### src/rtl/txFmtPkg.sv
package txFmtPkg;
  localparam int DATA_W   = 32;
  localparam int WORD_W   = 40;
  localparam int MARK_BIT = 39;
  localparam int CFG_W    = 2;
  localparam int NUM_CFG  = 1 << CFG_W;
  localparam int CLR_W    = 2;

  typedef struct packed {
    logic sendPort;
    logic sendPayload;
    logic idle;
  } fmtCtlT;
endpackage

### src/rtl/txFmtCtrl.sv
module txFmtCtrl
  import txFmtPkg::*;
(
  input  logic   clk,
  input  logic   rstN,
  input  logic   wordValid,
  input  logic   markBit,
  output fmtCtlT ctl,
  output logic   txStart
);
  logic startQ;

  always_comb begin
    ctl             = '0;
    ctl.sendPort    = wordValid && markBit;
    ctl.sendPayload = wordValid && !markBit;
    ctl.idle        = !wordValid;
  end

  always_ff @(posedge clk or negedge rstN) begin
    if (!rstN) startQ <= 1'b0;
    else       startQ <= ctl.sendPort;
  end

  assign txStart = startQ;

  AST_CTL_ONE_STROBE: assert property (@(posedge clk) disable iff (!rstN)
    $countones(ctl) == 1);
  AST_START_ON_PORT: assert property (@(posedge clk) disable iff (!rstN)
    (wordValid && markBit) |=> txStart);
  AST_NO_START_OTHERWISE: assert property (@(posedge clk) disable iff (!rstN)
    !(wordValid && markBit) |=> !txStart);
endmodule

### src/rtl/txFmtDatapath.sv
module txFmtDatapath
  import txFmtPkg::*;
(
  input  logic              clk,
  input  logic              rstN,
  input  fmtCtlT            ctl,
  input  logic [DATA_W-1:0] wordData,
  input  logic [CFG_W-1:0]  portCfg,
  input  logic              parityOdd,
  output logic [DATA_W-1:0] txData,
  output logic              txParity
);
  logic [DATA_W-1:0] clrMask [NUM_CFG];
  logic [DATA_W-1:0] dataD;
  logic [DATA_W-1:0] dataQ;
  logic              parityD;
  logic              parityQ;

  for (genvar c = 0; c < NUM_CFG; c++) begin : g_mask
    localparam int LOW_BIT = c + 1;
    assign clrMask[c] = ~(DATA_W'((1 << CLR_W) - 1) << LOW_BIT);
  end

  always_comb begin
    dataD = '0;
    if (ctl.sendPort)         dataD = wordData & clrMask[portCfg];
    else if (ctl.sendPayload) dataD = wordData;
    parityD = (^dataD) ^ parityOdd;
  end

  always_ff @(posedge clk or negedge rstN) begin
    if (!rstN) begin
      dataQ   <= '0;
      parityQ <= 1'b0;
    end else begin
      dataQ   <= dataD;
      parityQ <= parityD;
    end
  end

  assign txData   = dataQ;
  assign txParity = parityQ;

  AST_PARITY_SENSE: assert property (@(posedge clk) disable iff (!rstN)
    1'b1 |=> ((^{txData, txParity}) == $past(parityOdd)));
  AST_PORT_PAIR_CLEAR: assert property (@(posedge clk) disable iff (!rstN)
    ctl.sendPort |=> (((txData >> (32'($past(portCfg)) + 1)) & DATA_W'(3)) == '0));
  AST_IDLE_ZERO: assert property (@(posedge clk) disable iff (!rstN)
    ctl.idle |=> (txData == '0));
endmodule

### src/rtl/spi3TxWordFormatter.sv
module spi3TxWordFormatter
  import txFmtPkg::*;
(
  input  logic              clk,
  input  logic              rstN,
  input  logic [WORD_W-1:0] wordIn,
  input  logic              wordValid,
  input  logic [CFG_W-1:0]  portCfg,
  input  logic              parityOdd,
  output logic [DATA_W-1:0] txData,
  output logic              txStart,
  output logic              txParity,
  output logic              extStatusEn
);
  fmtCtlT ctl;

  txFmtCtrl u_ctrl (
    .clk       (clk),
    .rstN      (rstN),
    .wordValid (wordValid),
    .markBit   (wordIn[MARK_BIT]),
    .ctl       (ctl),
    .txStart   (txStart)
  );

  txFmtDatapath u_dp (
    .clk       (clk),
    .rstN      (rstN),
    .ctl       (ctl),
    .wordData  (wordIn[DATA_W-1:0]),
    .portCfg   (portCfg),
    .parityOdd (parityOdd),
    .txData    (txData),
    .txParity  (txParity)
  );

  assign extStatusEn = 1'b0;

  AST_PAYLOAD_PASS: assert property (@(posedge clk) disable iff (!rstN)
    (wordValid && !wordIn[MARK_BIT]) |=> (txData == $past(wordIn[DATA_W-1:0])));
  AST_SPARE_IGNORED: assert property (@(posedge clk) disable iff (!rstN)
    (wordValid && $past(wordValid) && $stable(wordIn[DATA_W-1:0]) && $stable(wordIn[MARK_BIT])
     && $stable(portCfg) && $stable(parityOdd) && !$stable(wordIn[MARK_BIT-1:DATA_W]))
    |=> ($stable(txData) && $stable(txParity) && $stable(txStart)));
endmodule

### config.mk
export PLATFORM = sky130hd
export DESIGN_NAME = spi3TxWordFormatter
export DESIGN_NICKNAME = d
export VERILOG_FILES = /design/src/rtl/txFmtPkg.sv /design/src/rtl/txFmtCtrl.sv /design/src/rtl/txFmtDatapath.sv /design/src/rtl/spi3TxWordFormatter.sv
export SDC_FILE = /design/constraint.sdc
export NUM_CORES = 1
export LEC_CHECK = 0
export BUFFER_PORTS_ARGS = -buffer_cell sky130_fd_sc_hd__buf_2
export CAP_MARGIN = 20
export CORE_UTILIZATION = 35
export DETAILED_ROUTE_END_ITERATION = 10
export PLACE_DENSITY = 0.66
export REMOVE_ABC_BUFFERS = 1
export SLEW_MARGIN = 5
export SYNTH_ARGS = -nofsm -noshare
export SYNTH_HDL_FRONTEND = slang
export SYNTH_SLANG_ARGS = --single-unit
### constraint.sdc
create_clock -name clk -period 0.9 [get_ports clk]
set_clock_uncertainty 0.15 [all_clocks]
set_input_delay 0.09 -clock clk [delete_from_list [all_inputs] [get_ports clk]]
set_output_delay 0.09 -clock clk [all_outputs]
set_load 0.03 [all_outputs]
### Word-level counts from Yosys, hierarchy flattened

Cells that the tools add are included.

* $lt $le $gt $ge: 1
* reduce and logical (&&, ||, !) cells: 4
* bitwise operators: 3
* mux-type cells: 5

Operators by type and width (count)
* 32-bit two-way mux: 4
* 32-bit binary-select mux with 2-bit select: 1
* 32-bit AND: 1
* 32-bit parity: 1
* 3-bit >= comparator (second input constant): 1
* 2-bit NOT with 3-bit output: 1
* 1-bit logical AND: 2
* 1-bit logical NOT: 1
* 1-bit bitwise XOR: 1

* output and inout port bits: 35
* word-level logic and storage cells: 16
* input port bits: 46
* bits in registers: 34

### Longest topological paths before layout

Gate-level depths: netlist of the first run.

* depth in word-level cells: 8
* mapped depth: 8
* mapped depth without buffers: 8

### By module

Synthesis of the first run repeated with hierarchy kept, for this count alone.

* cell total of the unflattened synthesis: 134
* area, all modules: 1534.0 um^2

By module, submodules not included
* txFmtDatapath: area each 1477.7 um^2, cells an instance 128, times used 1, seq. area each 825.8 um^2
* txFmtCtrl: area each 45.0 um^2, cells an instance 4, times used 1, seq. area each 25.0 um^2
* spi3TxWordFormatter: area each 11.3 um^2, cells an instance 2, times used 1, seq. area each 0.0 um^2

### Worst setup path before layout of the first run

OpenSTA, ideal clock, no wires.

* kind: input -> register
* from: input wordIn[19]
* to: register u_dp.parityQ (netlist: u_dp.txParity)
* arrival time: 1.173 ns
* path buffers: 0
* stages: 7
* setup slack: -0.546 ns
* path through: xor2_1 xnor2_1 xnor2_1 xnor2_1 xnor3_1 nand2_1 xnor2_1

* cells in the longest elaborated chain, start to end: 4
* elaborated cells on any way between the ends: 5

RTL lines
* from (decl): RTL line spi3TxWordFormatter.sv:6 `input logic [WORD_W-1:0] wordIn,`
* 32-bit two-way mux or 32-bit AND (tied branches): RTL line txFmtDatapath.sv:27, txFmtDatapath.sv:26
* 32-bit two-way mux (*): RTL line txFmtDatapath.sv:26 `if (ctl.sendPort) dataD = wordData & clrMask[portCfg];`
* 32-bit parity (*): RTL line txFmtDatapath.sv:28 `parityD = (^dataD) ^ parityOdd;`
* 1-bit bitwise XOR (*): RTL line txFmtDatapath.sv:28
* via u_dp.parityD: RTL line txFmtDatapath.sv:16 `logic parityD;`
* to (signal assigned): RTL line txFmtDatapath.sv:37 `parityQ <= parityD;`
* to (decl): RTL line txFmtDatapath.sv:17 `logic parityQ;`

The timed path passes the listed nets; every way through them passes the cells marked *.

### Worst setup path in the final report of the first run

* from: input wordIn[6]
* to: register u_dp.parityQ (netlist: u_dp.txParity)

Same word-level chain as after synthesis.

==> flow_summary.ini, run 1 <==
[run_status]
status = finished, violations left
failed_checks = hold timing, setup timing

[place]
place_ws_ps = -756
place_area_um2 = 1910
portBuffers = 72
gp_congestion = 0.714

[sta]
setup_viol = 42
rsz0062_at_grt = true
slew_viol_final = 0
min_period_ps = 1370
max_freq_mhz = 727
hold_viol_final = 5
fin_hold_ws_ps = -95.8
tns_ps = -4940
fin_ws_ps = -475
fin_crit_sh_pct = 153

[cts]
clock-root-buffer = clkbuf_8
htreeDepth = 2
clkTransAtPathRegs_ps = 70
clk_path_buf_depth = 2
cts_made_buffers = 5
clock_sinks = 34
post_cts_buffers = 0
cts_tree = yes

[die]
dieArea_um2 = 4390
rows = 22
start_util_pct = 38.0
design.core.area_um2 = 3800
die_x_um = 66.2
ioPinCount = 81
die_h_um = 66.2

[yosys]
synth.most_common_cell = dfrtp_1
syn_area_per_cell_um2 = 12.2
synthDistinctLibCells = 18
synth_common_cells = dfrtp_1 (34), and2_1 (27), xnor2_1 (25), nand2_1 (6), a21oi_1 (5)
synth-edff-count = 0
synthCells = 118
synth_top_cell_by_area = dfrtp_1
ys_seq_area_share_pct = 58.9
yosys_warnings = 0
yosys-top-cells-area = dfrtp_1 (59%), xnor2_1 (15%), and2_1 (12%)
synth_top_area_share_pct = 58.9
synth-seq-cells = 34
netlist_area_um2 = 1440
synth_flop_cell = dfrtp_1
async_flop_share_pct = 100

[drt]
drc = 0
avgViaCountPerCell = 4.35
wl_per_cell_um = 13.1
first_pass_iters = 4
postRouteAntennaNets = 0
drt_wl_total_mm = 3.62
drt_iter0_markers = 41
vias = 1205

[power_and_ir_drop]
ir_drop_uv = 1000
p_leak_nw = 1.36
finalPower_mw = 4.13
powerDensity_nw_per_um2 = 1570

[grt]
antenna_found_initial = 0
grt_usage_pct = 17.7
grt_pass1_wl_mm = 5.62
grt_start_max_net_pins = 35
grt_pass1_vias = 1295
overflow = 0

[setup_path]
cp-end-kind = register
crit_path_max_fanout = 2
required_ps = 950
crit_type = input pin to register
crit_arrival_ps = 1420
cp-start-kind = input pin

[finish]
multi_input_area_um2 = 659
diodes = 0
fillCellCount = 280
areaGrowthSynthToFinish_pct = 82.7
design_area_um2 = 2640
seq_area_um2 = 851
drive_above_1_share_pct = 45.4
fin_nets = 276

[hold_path]
hold_class = input pin to register
whs_path_depth = 3
hold_end = u_dp.txData[5]
worstHoldStart = wordIn[5]

[flow_run]
max-cap-violations = 0
==> logic make-up after synthesis <==
kind of cell	count (synthesis)	synth area share [%]
AND/OR/NAND/NOR	35	14.1
AO/OA/AOI/OAI	9	3.73
other	1	0.260
adder cells (fa/ha/maj)	2	1.73
XOR/XNOR	30	19.2
buffers and inverters	7	2.08
flip-flops	34	58.9
==> per-layer routing <==
layer / track usage [%] / share of wire, %
met5: 0 / 0
met4: 5.85 / 1.1
met3: 6.03 / 4.9
met2: 33.5 / 57
met1: 17.9 / 37
==> worst max path at each step <==
stage	startpoint	end	slack (ps)
final	wordIn[6]	u_dp.txParity	-470
after global routing	wordIn[6]	u_dp.txParity	-560
after CTS	wordIn[9]	u_dp.txParity	-440
after detailed placement	wordIn[22]	u_dp.txParity	-760
after global placement	wordIn[9]	u_dp.txParity	-740
after floorplan	wordIn[19]	u_dp.txParity	-550
==> repair_timing <==
action                                  4_1_cts  5_1_grt
endpoints found under the hold margin        65        6
gates resized for setup                      71       27
endpoints found under the setup margin       35       43
hold buffers                                 27        1
pin swaps                                     3       11
==> where the power goes <==
group | leakage, nW | switching [mW] | internal, mW | total, mW
Sequential | 0.438 | 0.0527 | 1.63 | 1.68
Clock | 0.0482 | 0.513 | 0.617 | 1.13
Combinational | 0.873 | 0.600 | 0.722 | 1.32
==> placed cells by master (no fill, tap or decap) <==
master | Yosys | routed
nand2_1 | 6 | 6
xnor2_1 | 25 | 16
buf_4 | 1 | 8
and2_4 | 0 | 4
dlygate4sd3_1 | 0 | 21
and2_1 | 27 | 23
and2_2 | 1 | 1
dlymetal6s4s_1 | 0 | 7
xor2_1 | 4 | 3
nand3_1 | 1 | 1
a21oi_1 | 5 | 5
buf_8 | 0 | 1
inv_1 | 1 | 1
o21ai_1 | 1 | 1
o21ai_2 | 1 | 1
clkinv_2 | 0 | 1
xnor2_2 | 0 | 9
inv_2 | 1 | 1
xnor3_1 | 1 | 1
buf_12 | 0 | 1
clkbuf_8 | 0 | 6
buf_2 | 0 | 34
a21boi_0 | 2 | 2
conb_1 | 1 | 1
ha_1 | 2 | 2
xor2_4 | 0 | 1
dfrtp_1 | 34 | 34
buf_6 | 0 | 36
clkbuf_1 | 4 | 1
==> critical path, cell delays in order <==
cell,delay (ps)
buf_2,120
xnor2_2,190
xnor2_2,150
xnor2_1,150
xnor2_1,180
xnor3_1,340
nand2_1,80
xnor2_1,110
==> layout make-up <==
class | count | share of cell area, %
Clock buffer | 7 | 3.27
Timing Repair Buffer | 108 | 36.7
Inverter | 2 | 0.285
Sequential cell | 34 | 32.3
Multi-Input combinational cell | 77 | 25.0
Clock inverter | 1 | 0.190
Tap cell | 48 | 2.28
==> sequential cells by signal (all words and copies together) (netlist names) <==
register,count
u_dp.txData,32
u_ctrl.txStart,1
u_dp.txParity,1
==> per-stage QoR <==
step / std cells / hold slack, ps / util, %
2_1_floorplan: 113 / -356 / -
4_1_cts: 276 / -106 / 65.9
3_5_place_dp: 241 / -84.4 / 50.4
6_report: 277 / -95.8 / 69.4
5_1_grt: 277 / -73.9 / 69.4
3_3_place_gp: 241 / -92.0 / 50.4
Power figures use the tool's default switching activity.
==> run 2, diff against run 1 <==
- CELL_PAD_IN_SITES_DETAIL_PLACEMENT: not set -> 1
- CELL_PAD_IN_SITES_GLOBAL_PLACEMENT: not set -> 2
- CORE_UTILIZATION: 35 -> 27
- PLACE_DENSITY: 0.66 -> not set
- PLACE_DENSITY_LB_ADDON: not set -> 0.1
==> run 2 against run 1 <==
Effect of this change: the flow still finishes with violations (hold timing, setup timing); die area up 29%; power down 2.4%; largest power group unchanged; core utilization down 19 points; worst hold slack better by 11 ps; global-route usage down 2.6 points; clock power down 6%; critical path depth unchanged.
==> flow_summary.ini, run 2 (synthesis gave the netlist of run 1 again) <==
[run_status]
status = finished, violations left
failed_checks = hold timing, setup timing

[flow_run]
max-cap-violations = 0

[sta]
tns_ps = -4980
fin_crit_sh_pct = 149
setup_viol = 36
hold_viol_final = 3
slew_viol_final = 0
fin_ws_ps = -440
max_freq_mhz = 746
min_period_ps = 1340
fin_hold_ws_ps = -85.1
rsz0062_at_grt = true

[place]
gp_congestion = 0.627
dpl.hpwl_mm = 2.54
place_area_um2 = 1960
portBuffers = 72

[drt]
drt_iter0_markers = 20
vias = 1207
drt_wl_total_mm = 3.86
drc = 0
wl_per_cell_um = 12.8
first_pass_iters = 4
postRouteAntennaNets = 0
avgViaCountPerCell = 4.01

[setup_path]
slowest_stage = xnor3_1
crit_path_max_fanout = 2
cp-start-kind = input pin
cp_top_family = XOR/XNOR gates
crit_type = input pin to register
critPathMaxStageDelay_ps = 320
required_ps = 960
cp-end-kind = register
crit_path_frequent_cell = xnor2_1
crit_arrival_ps = 1400
crit_buf_inv = 1
crit_chain = buf_2, xnor2_2, xnor2_1, xnor2_1, xnor2_1, xnor3_1, nand2_1, xnor2_1

[grt]
grt_pass1_vias = 1344
grt_start_max_net_pins = 35
antenna_found_initial = 0
grt_usage_pct = 15.1
overflow = 0
grt_pass1_wl_mm = 6.05

[cts]
cts_made_buffers = 5
clock-root-buffer = clkbuf_8
htreeDepth = 2
clkTransAtPathRegs_ps = 70
cts_tree = yes
clock_sinks = 34
hold_buffers = 29
post_cts_buffers = 0
clk_path_buf_depth = 2

[finish]
final_common_cell = buf_6
fin_nets = 279
drive_above_1_share_pct = 42.9
largest_register_ffs = 32
design_area_um2 = 2610
diodes = 0
areaGrowthSynthToFinish_pct = 80.5
mostFrequentLayoutCells = buf_6 (36), buf_2 (35), dfrtp_1 (34)
post-route-util_pct = 50.7

[die]
start_util_pct = 28.1
rows = 26
die_h_um = 75.1
die_x_um = 75.1
dieArea_um2 = 5640
design.core.area_um2 = 5140
ioPinCount = 81

[power_and_ir_drop]
ir_drop_uv = 956
internal_power_mw = 2.86
power_frac_clock_pct = 26.2
p_leak_nw = 1.30
sw_frac_of_total_pct = 29.1
finalPower_mw = 4.04
powerDensity_nw_per_um2 = 1550
comb_power_share_pct = 32.3
switchingPower_mw = 1.18
power_frac_seq_pct = 41.5

[hold_path]
hold_class = input pin to register
whs_path_depth = 3
hold_end = u_dp.txData[4]
worstHoldStart = wordIn[4]
## run 2: timing repair
item | 4_1_cts | 5_1_grt
endpoints found under the hold margin | 65 | 4
gates resized for setup | 73 | 8
gates cloned | 0 | 0
pin swaps | 4 | 3
endpoints found under the setup margin | 35 | 40
## run 2: routing by layer
metal / GRT usage, % / share of wire, % / vias to the layer above
met4: 5.56 / 0.57 / 0
met5: 0 / 0 / -
met3: 6.96 / 7.6 / 2
met2: 28.1 / 54 / 46
met1: 14.6 / 38 / 574
li1: - / - / 585
## run 2: worst max-delay path by stage
| stage | start | to | slack (ps) | depth (start not counted) |
|---|---|---|---|---|
| after global routing | wordIn[28] | u_dp.txParity | -520 | 8 |
| after detailed placement | wordIn[19] | u_dp.txParity | -750 | 8 |
| after CTS | wordIn[21] | u_dp.txParity | -430 | 8 |
| final | wordIn[22] | u_dp.txParity | -440 | 8 |
| after floorplan | wordIn[19] | u_dp.txParity | -550 | 7 |
| after global placement | wordIn[19] | u_dp.txParity | -770 | 8 |
## run 2: power by group through the flow
stage	sequential, mW	combinational [mW]	clock [mW]
final	1.68	1.30	1.06
after global routing	1.69	1.41	1.16
after CTS	1.68	1.30	1.12
after detailed placement	1.68	1.07	0
after global placement	1.68	1.06	0
after floorplan	1.89	0.486	0
## run 2: final cells by class
type | count | area, µm²
Tap cell | 70 | 87.6
Fill cell | 580 | 2530
Inverter | 2 | 7.51
Sequential cell | 34 | 851
Timing Repair Buffer | 111 | 971
Clock buffer | 5 | 68.8
Clock inverter | 2 | 10.0
Multi-Input combinational cell | 77 | 611
## run 2: per-stage QoR
stage          instances  setup slack [ps]
2_1_floorplan        113              -546
3_3_place_gp         265              -771
3_5_place_dp         265              -755
4_1_cts              301              -434
5_1_grt              301              -521
6_report             301              -440
